==> config.mk <==
export PLATFORM = sky130hd
export DESIGN_NAME = dirty_span_coalescer
export DESIGN_NICKNAME = d
export VERILOG_FILES = /design/src/rtl/dsc_pkg.sv /design/src/rtl/dsc_ctrl.sv /design/src/rtl/dsc_run.sv /design/src/rtl/dsc_outq.sv /design/src/rtl/dirty_span_coalescer.sv
export SDC_FILE = /design/constraint.sdc
export NUM_CORES = 1
export LEC_CHECK = 0
export ABC_AREA = 0
export BUFFER_PORTS_ARGS = -buffer_cell sky130_fd_sc_hd__buf_2
export CORE_MARGIN = 2
export CORE_UTILIZATION = 40
export DETAILED_ROUTE_END_ITERATION = 10
export HOLD_SLACK_MARGIN = 0.15
export PLACE_DENSITY = 0.71
export SLEW_MARGIN = 10
export SYNTH_ARGS = -nofsm -noshare
export SYNTH_HDL_FRONTEND = slang
export SYNTH_HIERARCHICAL = 1
export SYNTH_SLANG_ARGS = --single-unit
==> constraint.sdc <==
create_clock -name clk -period 3.9 [get_ports clk]
set_input_delay 0.39 -clock clk [delete_from_list [all_inputs] [get_ports clk]]
set_output_delay 0.39 -clock clk [all_outputs]
set_load 0.01 [all_outputs]
==> src/rtl/dsc_pkg.sv <==
// Shared definitions for the dirty row span coalescer.
// Assumes: nothing beyond the encodings below.
package dsc_pkg;
    typedef enum logic [2:0] {
        ST_IDLE = 3'd0,   // waiting for a start request
        ST_SNAP = 3'd1,   // snapshot strobe cycle
        ST_SCAN = 3'd2,   // walking rows
        ST_TAIL = 3'd3,   // flush a run left open at frame end
        ST_FIN  = 3'd4    // wait for last record to drain, then done
    } dsc_state_e;
endpackage

==> src/rtl/dsc_ctrl.sv <==
// Frame sequencer: accepts start requests, raises the snapshot strobe,
// walks the row index, and ends the frame with a done pulse.
// Assumes: slot_full reports a pending output record; the scan stalls on it.
module dsc_ctrl
    import dsc_pkg::*;
#(
    parameter int ROW_W = 8,
    parameter int COL_W = 10
) (
    input  logic             clk,
    input  logic             rst_n,
    input  logic             start_valid,
    input  logic [ROW_W-1:0] start_height,
    input  logic [COL_W-1:0] start_width,
    input  logic             start_mode_chg,
    input  logic             slot_full,
    input  logic             run_open,
    output logic             busy,
    output logic             snap_clear,
    output logic             row_req,
    output logic [ROW_W-1:0] row_idx,
    output logic             mc_go,
    output logic             tail_go,
    output logic [ROW_W-1:0] height_q,
    output logic [COL_W-1:0] width_q,
    output logic             done
);
    dsc_state_e state;

    // Decoded strobes derived from the current state.
    always_comb begin
        busy       = (state != ST_IDLE);
        snap_clear = (state == ST_SNAP);
        row_req    = (state == ST_SCAN) && !slot_full;
        mc_go      = (state == ST_IDLE) && start_valid && start_mode_chg;
        tail_go    = (state == ST_TAIL) && run_open && !slot_full;
        done       = (state == ST_FIN) && !slot_full;
    end

    // State, latched dimensions and row counter.
    always_ff @(posedge clk) begin
        if (!rst_n) begin
            state    <= ST_IDLE;
            height_q <= '0;
            width_q  <= '0;
            row_idx  <= '0;
        end else begin
            case (state)
                ST_IDLE: if (start_valid) begin
                    height_q <= start_height;
                    width_q  <= start_width;
                    state    <= start_mode_chg ? ST_FIN : ST_SNAP;
                end
                ST_SNAP: begin
                    row_idx <= '0;
                    state   <= (height_q == '0) ? ST_TAIL : ST_SCAN;
                end
                ST_SCAN: if (row_req) begin
                    if (row_idx == height_q - 1'b1) state <= ST_TAIL;
                    else                            row_idx <= row_idx + 1'b1;
                end
                ST_TAIL: if (!run_open || !slot_full) state <= ST_FIN;
                ST_FIN:  if (!slot_full) state <= ST_IDLE;
                default: state <= ST_IDLE;
            endcase
        end
    end


    busy_ignores_start_chk: assert property (@(posedge clk) disable iff (!rst_n)
        (busy && start_valid) |=> ($stable(height_q) && $stable(width_q)));
endmodule

==> src/rtl/dsc_run.sv <==
// Run tracker: opens a run on the first dirty row, closes it on a clean
// row or at frame end, and forms the record to emit.
// Assumes: row_dirty is meaningful only while row_req is high.
module dsc_run #(
    parameter int ROW_W = 8,
    parameter int COL_W = 10
) (
    input  logic             clk,
    input  logic             rst_n,
    input  logic             snap_clear,
    input  logic             row_req,
    input  logic [ROW_W-1:0] row_idx,
    input  logic             row_dirty,
    input  logic             tail_go,
    input  logic             mc_go,
    input  logic [ROW_W-1:0] height_q,
    input  logic [COL_W-1:0] width_q,
    input  logic [ROW_W-1:0] start_height,
    input  logic [COL_W-1:0] start_width,
    output logic             run_open,
    output logic             emit,
    output logic [ROW_W-1:0] emit_y,
    output logic [ROW_W-1:0] emit_h,
    output logic [COL_W-1:0] emit_w
);
    logic [ROW_W-1:0] run_start;
    logic             close_clean;

    // Record formation for the three emit sources.
    always_comb begin
        close_clean = row_req && !row_dirty && run_open;
        emit        = close_clean || tail_go || mc_go;
        emit_y      = mc_go ? '0 : run_start;
        emit_w      = mc_go ? start_width : width_q;
        if (mc_go)        emit_h = start_height;
        else if (tail_go) emit_h = height_q - run_start;
        else              emit_h = row_idx - run_start;
    end

    // Open/close the current run of dirty rows.
    always_ff @(posedge clk) begin
        if (!rst_n || snap_clear) begin
            run_open  <= 1'b0;
            run_start <= '0;
        end else if (row_req && row_dirty && !run_open) begin
            run_open  <= 1'b1;
            run_start <= row_idx;
        end else if (close_clean || tail_go) begin
            run_open  <= 1'b0;
        end
    end


    run_opens_on_dirty_chk: assert property (@(posedge clk) disable iff (!rst_n)
        $rose(run_open) |-> $past(row_req && row_dirty));

    scan_emit_nonzero_chk: assert property (@(posedge clk) disable iff (!rst_n)
        (emit && !mc_go) |-> (emit_h != '0));
endmodule

==> src/rtl/dsc_outq.sv <==
// Single-entry output register for update records with valid/ready.
// Assumes: load is raised only while the slot is empty.
module dsc_outq #(
    parameter int ROW_W = 8,
    parameter int COL_W = 10
) (
    input  logic             clk,
    input  logic             rst_n,
    input  logic             load,
    input  logic [ROW_W-1:0] in_y,
    input  logic [ROW_W-1:0] in_h,
    input  logic [COL_W-1:0] in_w,
    input  logic             ready,
    output logic             valid,
    output logic [ROW_W-1:0] out_y,
    output logic [ROW_W-1:0] out_h,
    output logic [COL_W-1:0] out_w
);
    // Hold a record until the consumer takes it.
    always_ff @(posedge clk) begin
        if (!rst_n) begin
            valid <= 1'b0;
            out_y <= '0;
            out_h <= '0;
            out_w <= '0;
        end else if (load) begin
            valid <= 1'b1;
            out_y <= in_y;
            out_h <= in_h;
            out_w <= in_w;
        end else if (ready) begin
            valid <= 1'b0;
        end
    end


    hold_stable_chk: assert property (@(posedge clk) disable iff (!rst_n)
        (valid && !ready) |=> (valid && $stable(out_y) && $stable(out_h) && $stable(out_w)));
endmodule

==> src/rtl/dirty_span_coalescer.sv <==
// Top: scans a frame's per-row dirty bits and emits full-width update
// rectangles, or one full-frame rectangle after a mode change.
// Assumes: row_dirty answers row_idx combinationally in the request cycle.
module dirty_span_coalescer #(
    parameter int ROW_W = 8,
    parameter int COL_W = 10
) (
    input  logic             clk,
    input  logic             rst_n,
    input  logic             start_valid,
    input  logic [ROW_W-1:0] start_height,
    input  logic [COL_W-1:0] start_width,
    input  logic             start_mode_chg,
    output logic             busy,
    output logic             snap_clear,
    output logic             row_req,
    output logic [ROW_W-1:0] row_idx,
    input  logic             row_dirty,
    output logic             upd_valid,
    input  logic             upd_ready,
    output logic [COL_W-1:0] upd_x,
    output logic [ROW_W-1:0] upd_y,
    output logic [COL_W-1:0] upd_w,
    output logic [ROW_W-1:0] upd_h,
    output logic             done
);
    logic             run_open, mc_go, tail_go, emit;
    logic [ROW_W-1:0] height_q, emit_y, emit_h;
    logic [COL_W-1:0] width_q, emit_w;

    assign upd_x = '0;

    dsc_ctrl #(.ROW_W(ROW_W), .COL_W(COL_W)) u_ctrl (
        .clk(clk), .rst_n(rst_n),
        .start_valid(start_valid), .start_height(start_height),
        .start_width(start_width), .start_mode_chg(start_mode_chg),
        .slot_full(upd_valid), .run_open(run_open),
        .busy(busy), .snap_clear(snap_clear), .row_req(row_req),
        .row_idx(row_idx), .mc_go(mc_go), .tail_go(tail_go),
        .height_q(height_q), .width_q(width_q), .done(done)
    );

    dsc_run #(.ROW_W(ROW_W), .COL_W(COL_W)) u_run (
        .clk(clk), .rst_n(rst_n), .snap_clear(snap_clear),
        .row_req(row_req), .row_idx(row_idx), .row_dirty(row_dirty),
        .tail_go(tail_go), .mc_go(mc_go),
        .height_q(height_q), .width_q(width_q),
        .start_height(start_height), .start_width(start_width),
        .run_open(run_open), .emit(emit),
        .emit_y(emit_y), .emit_h(emit_h), .emit_w(emit_w)
    );

    dsc_outq #(.ROW_W(ROW_W), .COL_W(COL_W)) u_outq (
        .clk(clk), .rst_n(rst_n), .load(emit),
        .in_y(emit_y), .in_h(emit_h), .in_w(emit_w),
        .ready(upd_ready), .valid(upd_valid),
        .out_y(upd_y), .out_h(upd_h), .out_w(upd_w)
    );


    rect_in_frame_chk: assert property (@(posedge clk) disable iff (!rst_n)
        upd_valid |-> ({1'b0, upd_y} + {1'b0, upd_h} <= {1'b0, height_q}));

    no_scan_while_pending_chk: assert property (@(posedge clk) disable iff (!rst_n)
        (upd_valid && !upd_ready) |=> !row_req);
endmodule

# After elaboration in Yosys (flattened, before gate mapping)
# Index checks and enable logic that the tools add are counted.
[totals] register_bits=65 in_bits=24 out_inout_bits=49 word_cells=71
[op_classes] add_sub_neg=4 n_eq_ne=11 mux=19 reduce_logical=27
[ops] operator="8-bit two-way mux" count=5
[ops] operator="3-bit two-way mux" count=6
[ops] operator="8-bit one-hot mux with 2 select lines" count=1
[ops] operator="8-bit subtractor" count=2
[ops] operator="3-bit one-hot mux with 5 select lines" count=1
[ops] operator="1-bit logical AND" count=10
[ops] operator="10-bit two-way mux" count=1
[ops] operator="2-bit inequality test (second input constant)" count=5
[ops] operator="8-bit by 1-bit adder with 8-bit output (second input constant)" count=1
[ops] operator="8-bit == test" count=1
[ops] operator="8-bit zero test" count=1
[ops] operator="8-bit by 1-bit subtractor with 8-bit output (second input constant)" count=1
[ops] operator="3-bit by 2-bit == test with 1-bit output (second input constant)" count=2
[ops] operator="2-bit nonzero test" count=3
[ops] operator="1-bit two-way mux" count=5
[ops] operator="5-bit AND reduction" count=1
[ops] operator="1-bit zero test" count=4
[ops] operator="1-bit logical OR" count=4
[ops] operator="3-bit by 1-bit == test with 1-bit output (second input constant)" count=1
[ops] operator="3-bit == test (second input constant)" count=1
[ops] operator="3-bit zero test" count=1
[ops] operator="3-bit AND reduction" count=1
[ops] operator="3-bit nonzero test" count=1
[ops] operator="2-bit by 1-bit inequality test with 1-bit output (second input constant)" count=1
[ops] operator="2-bit AND reduction" count=1

# Longest topological paths before layout
[logic_depth] depth_word=7 mapped_depth=14 mapped_depth_nobuf=12

# Cells and area by module
# Netlist, hierarchy kept.
[by_module_without_submodules] module="dsc_ctrl" instances=1 cells_per_inst=216 area_per_inst_um2=1710.4 seq_area_each_um2=580.6
[by_module_without_submodules] module="dsc_run" instances=1 cells_per_inst=124 area_per_inst_um2=1041.0 seq_area_each_um2=180.2
[by_module_without_submodules] module="dsc_outq" instances=1 cells_per_inst=86 area_per_inst_um2=1036.0 seq_area_each_um2=540.5
[by_module_without_submodules] module="dirty_span_coalescer" instances=1 cells_per_inst=11 area_per_inst_um2=78.8 seq_area_each_um2=0.0

# Worst setup path before layout
# OpenSTA, ideal clock, no wires.
[synth_path] kind="flip-flop to flip-flop" from="reg u_ctrl.state[1]" to="reg u_outq.out_h[6]" setup_time_ns=0.065 arrival_time_ns=2.835 path_slack_ns=1.000 path_stages_with_launch=14 path_buffers=2 synth_period_minus_slack_ns=2.900 cell_sequence="dfxtp_1 clkbuf_1 and4_1 buf_4 mux2i_1 ha_1 inv_1 fa_1 a21o_1 a31o_1 a2111oi_2 nand3b_1 mux2i_1 nor2b_1"
[synth_between] elab_cells_between_ends=14
[synth_rtl] element="start, declared" line_no="dsc_ctrl.sv:28" source="dsc_state_e state;"
[synth_rtl] element="start signal, assigned" line_no="dsc_ctrl.sv:52" source="state <= start_mode_chg ? ST_FIN : ST_SNAP;"
[synth_rtl] element="start signal, assigned" line_no="dsc_ctrl.sv:56" source="state <= (height_q == '0) ? ST_TAIL : ST_SCAN;"
[synth_rtl] element="3-bit by 2-bit == test with 1-bit output" line_no="dsc_ctrl.sv:36" source="tail_go = (state == ST_TAIL) && run_open && !slot_full;"
[synth_rtl] element="1-bit logical AND (2 in a row)" line_no="dsc_ctrl.sv:36"
[synth_rtl] element="named net tail_go" line_no="dirty_span_coalescer.sv:27" source="logic run_open, mc_go, tail_go, emit;"
[synth_rtl] element="8-bit two-way mux" line_no="dsc_run.sv:36" source="else if (tail_go) emit_h = height_q - run_start;"
[synth_rtl] element="8-bit two-way mux" line_no="dsc_run.sv:35" source="if (mc_go) emit_h = start_height;"
[synth_rtl] element="named net emit_h[6]" line_no="dirty_span_coalescer.sv:28" source="logic [ROW_W-1:0] height_q, emit_y, emit_h;"
[synth_rtl] element="end signal, assigned" line_no="dsc_outq.sv:29" source="out_h <= in_h;"
[synth_rtl] element="end, declared" line_no="dsc_outq.sv:16" source="output logic [ROW_W-1:0] out_h,"
# The timed path passes the listed nets, and every way through them passes these cells.
# A chain may end at the register's enable or synchronous reset.

# Worst setup path in the final report
# Ends and elaborated chain as after synthesis.

==> results.sh <==
export IMPL_die_w_um=102.3
export IMPL_netlist_instances=437
export IMPL_status="complete, no violations"
export IMPL_clockBufferDepth=2
export IMPL_slowest_delay_ns=0.61
export IMPL_relSlewSlack=0.5160
export IMPL_clock_skew_ns=0.004757
export IMPL_r2r_slack_ns=0.63
export IMPL_clk_insertion_delay_late_ns=0.35
export IMPL_cp_cell_sequence="and4_1 > mux2i_1 > ha_1 > inv_1 > fa_1 > a21o_1 > a31o_1 > a2111oi_2 > nand3b_1 > mux2i_1 > nor2b_1"
export IMPL_coreArea_sq_mm=0.009328
export IMPL_drtIter0Drc=114
export IMPL_drc_errors=0
export IMPL_worst_pin_slew_ns=0.7252
export IMPL_synth_top_area_share=0.3366
export IMPL_globalRouteTotalUtil=0.1846
export IMPL_hold_buffers=0
export IMPL_fin_area_sq_mm=0.004369
export IMPL_cts_clk_slew_worst_paths_ns=0.08
export IMPL_ir_drop_v=0.0002378
export IMPL_gp_congestion=0.8584
export IMPL_fin_crit_sh=0.8394
export IMPL_crit_path_start_kind="register"
export IMPL_cts_tree="done"
export IMPL_synth_area_per_cell_sq_um=8.847
export IMPL_nFillCells=910
export IMPL_cts_root_buf="clkbuf_8"
export IMPL_crit_path_end_kind="register"
export IMPL_critPathKind="register to register"
export IMPL_drt_wl_total_um=9224
export IMPL_worst_hold_slack_ns=0.2780
export IMPL_io_pins=73
export IMPL_die_area_sq_mm=0.01047
export IMPL_numPortBuffers=62
export IMPL_ant_nets=0
export IMPL_syn_area_sq_mm=0.003866
export IMPL_grt_max_degree=33
export IMPL_arrival_ns=3.56
export IMPL_worst_ep_required_time_ns=4.19
export IMPL_synth_top_area_cell="dfxtp_1"
export IMPL_post_cts_buffers=0
export IMPL_finalCriticalPeriod_ns=3.274
export IMPL_rows=35
export IMPL_drive_gt1_frac=0.2227
export IMPL_grt_pass1_vias=3112
export IMPL_ys_async_sr_fraction=0
export IMPL_cp_max_fo=15
export IMPL_yosysSeqAreaShare=0.3366
export IMPL_fmaxAchievable_mhz=305.5
export IMPL_cts_made_buffers=9
export IMPL_grt_overflow_total=0
export IMPL_cpMostUsedCell="mux2i_1"
export IMPL_drt_first_pass_iters=4
export IMPL_dp_hpwl_um=6548
export IMPL_setup_tns_ns=0
export IMPL_n_antenna_cell=0
export IMPL_drv_slew=0
export IMPL_synth_edf_count=0
export IMPL_maxCapViolCount=0
export IMPL_initial_core_util=0.4145
export IMPL_synthTopCellsByArea="dfxtp_1, mux2i_1, nor2b_1"
export IMPL_hold_class="input pin to register"
export IMPL_crit_path_top_delay_cell="dfxtp_1"
export IMPL_synth_seq_cells=65
export IMPL_finalSetupViolations=0
export IMPL_synthTopCellsByCount="dfxtp_1, nand2_1, mux2i_1"
export IMPL_numClockSinks=65
export IMPL_antenna_found_initial=0
export IMPL_via_count=3279
export IMPL_wl_per_cell_um=14.81
export IMPL_avgViaCountPerCell=5.263
export IMPL_cts_resized=0
export IMPL_synth_most_common_cell="dfxtp_1"
export IMPL_power_density_mw_per_mm2=423.7
export IMPL_nets=524
export IMPL_areaGrowthSynthToFinish_pct=13.01
export IMPL_synth_cell_type_count=70
export IMPL_fp_dieH_um=102.3
export IMPL_htree_levels=3
export IMPL_grt_pass1_wl_um=15120
export IMPL_rsz0062_at_grt="false"
export IMPL_placedInstanceArea_sq_mm=0.004170
export IMPL_ys_flop_type="dfxtp_1"
export IMPL_hold_viol=0
export IMPL_p_leak_nw=1.843
export IMPL_yosysWarnings=6
power breakdown:
group	internal [mW]	leakage [nW]	switching (mW)
registers	0.711	0.528	0.0677
clock network	0.301	0.104	0.292
logic	0.199	1.21	0.282
total	1.21	1.84	0.641
cell families (layout without fill, tap and decap cells):
family | count (synthesis) | count (layout) | synth area share
other | 1 | 10 | 0.0009699
adder cells (fa/ha/maj) | 11 | 11 | 0.03754
AO/OA/AOI/OAI | 82 | 82 | 0.1550
flip-flops | 65 | 65 | 0.3366
XOR/XNOR | 12 | 12 | 0.02718
multiplexers | 53 | 53 | 0.1427
buffers and inverters | 53 | 101 | 0.07831
AND/OR/NAND/NOR | 160 | 160 | 0.2217
final cells by class:
cell class | count | area (sq um) | area share
flip-flops and latches | 65 | 1301 | 0.2978
repair buffers | 66 | 340.3 | 0.07789
multi-input cells | 328 | 2296 | 0.5255
inverters | 19 | 71.32 | 0.01632
clock inverters | 7 | 75.07 | 0.01718
well taps | 129 | 161.4 | 0.03694
clock buffers | 9 | 123.9 | 0.02835
per-stage QoR:
stage	utilization	std cells	power (mW)	setup WS [ns]
final	0.4684	623	1.851	0.6264
after global routing	0.4684	623	1.956	0.4145
after global placement	0.4471	607	1.256	0.8009
after detailed placement	0.4471	607	1.267	0.6465
after CTS	0.4684	623	1.862	0.6167
after floorplan	-	446	1.174	1.000
flip-flops by register name, summed over array words and instances, names as in the netlist:
name             count
u_outq/out_h         8
u_ctrl/height_q      8
u_outq/valid         1
u_outq/out_y         8
u_ctrl/state         3
u_outq/out_w        10
u_run/run_open       1
u_ctrl/width_q      10
u_ctrl/row_idx       8
u_run/run_start      8
routing by layer:
layer  track usage  vias to the layer above  part of all wire  wire (um)
met5             0                        -                 0          0
met4       0.07590                        0             0.016        148
met3       0.04514                       14             0.056        519
met2        0.2849                       87              0.46       4250
met1        0.2474                     1548              0.47       4305
li1              -                     1630                 -          -
critical path: cells and delay by family, from the launching register on:
family,cells,cell delay [ns]
AOI/OAI and AO/OA,3,0.76
DFF,1,0.61
and+or+nand+nor,3,0.85
adders and majority gates,2,0.59
muxes,2,0.35
buffers and inverters,1,0.05
placed cells by master (no fill, tap or decap), types with 2 or more instances in the layout:
master    netlist  layout
o211ai_1        7       7
mux2_2         17      17
or4_1           3       3
xnor2_1         5       5
nand3_1        10      10
clkbuf_8        0       9
a31oi_1         2       2
inv_6           0       3
dfxtp_1        65      65
buf_2           5      62
nor2b_1        33      33
xor2_1          7       7
nand3b_1        3       3
and3_1          4       4
or3_1           2       2
inv_1          18      18
a21o_1          3       3
o31a_1          4       4
a311o_1         2       2
a21oi_1        26      26
nand2b_1        4       4
mux2i_1        36      36
o21a_1          7       7
nand2_1        50      50
o31ai_1         3       3
nor2_1         22      22
clkinv_2        0       2
nand4_1         8       8
nor3_1          8       8
o311ai_1        2       2
nor3b_1         2       2
o21ai_0         5       5
conb_1          1      10
and2_1          2       2
buf_4          11       4
ha_1           10      10
worst paths after layout:
kind,cells past startpoint,end,from
setup reg to reg,11,u_outq/out_h[6],u_ctrl/state[1]
hold reg to reg,2,u_ctrl/width_q[2],u_ctrl/width_q[2]
setup / recovery,11,u_outq/out_h[6],u_ctrl/state[1]
hold / removal,3,u_ctrl/width_q[4],start_width[4]
Note: power is estimated with default switching activity, not from simulation.
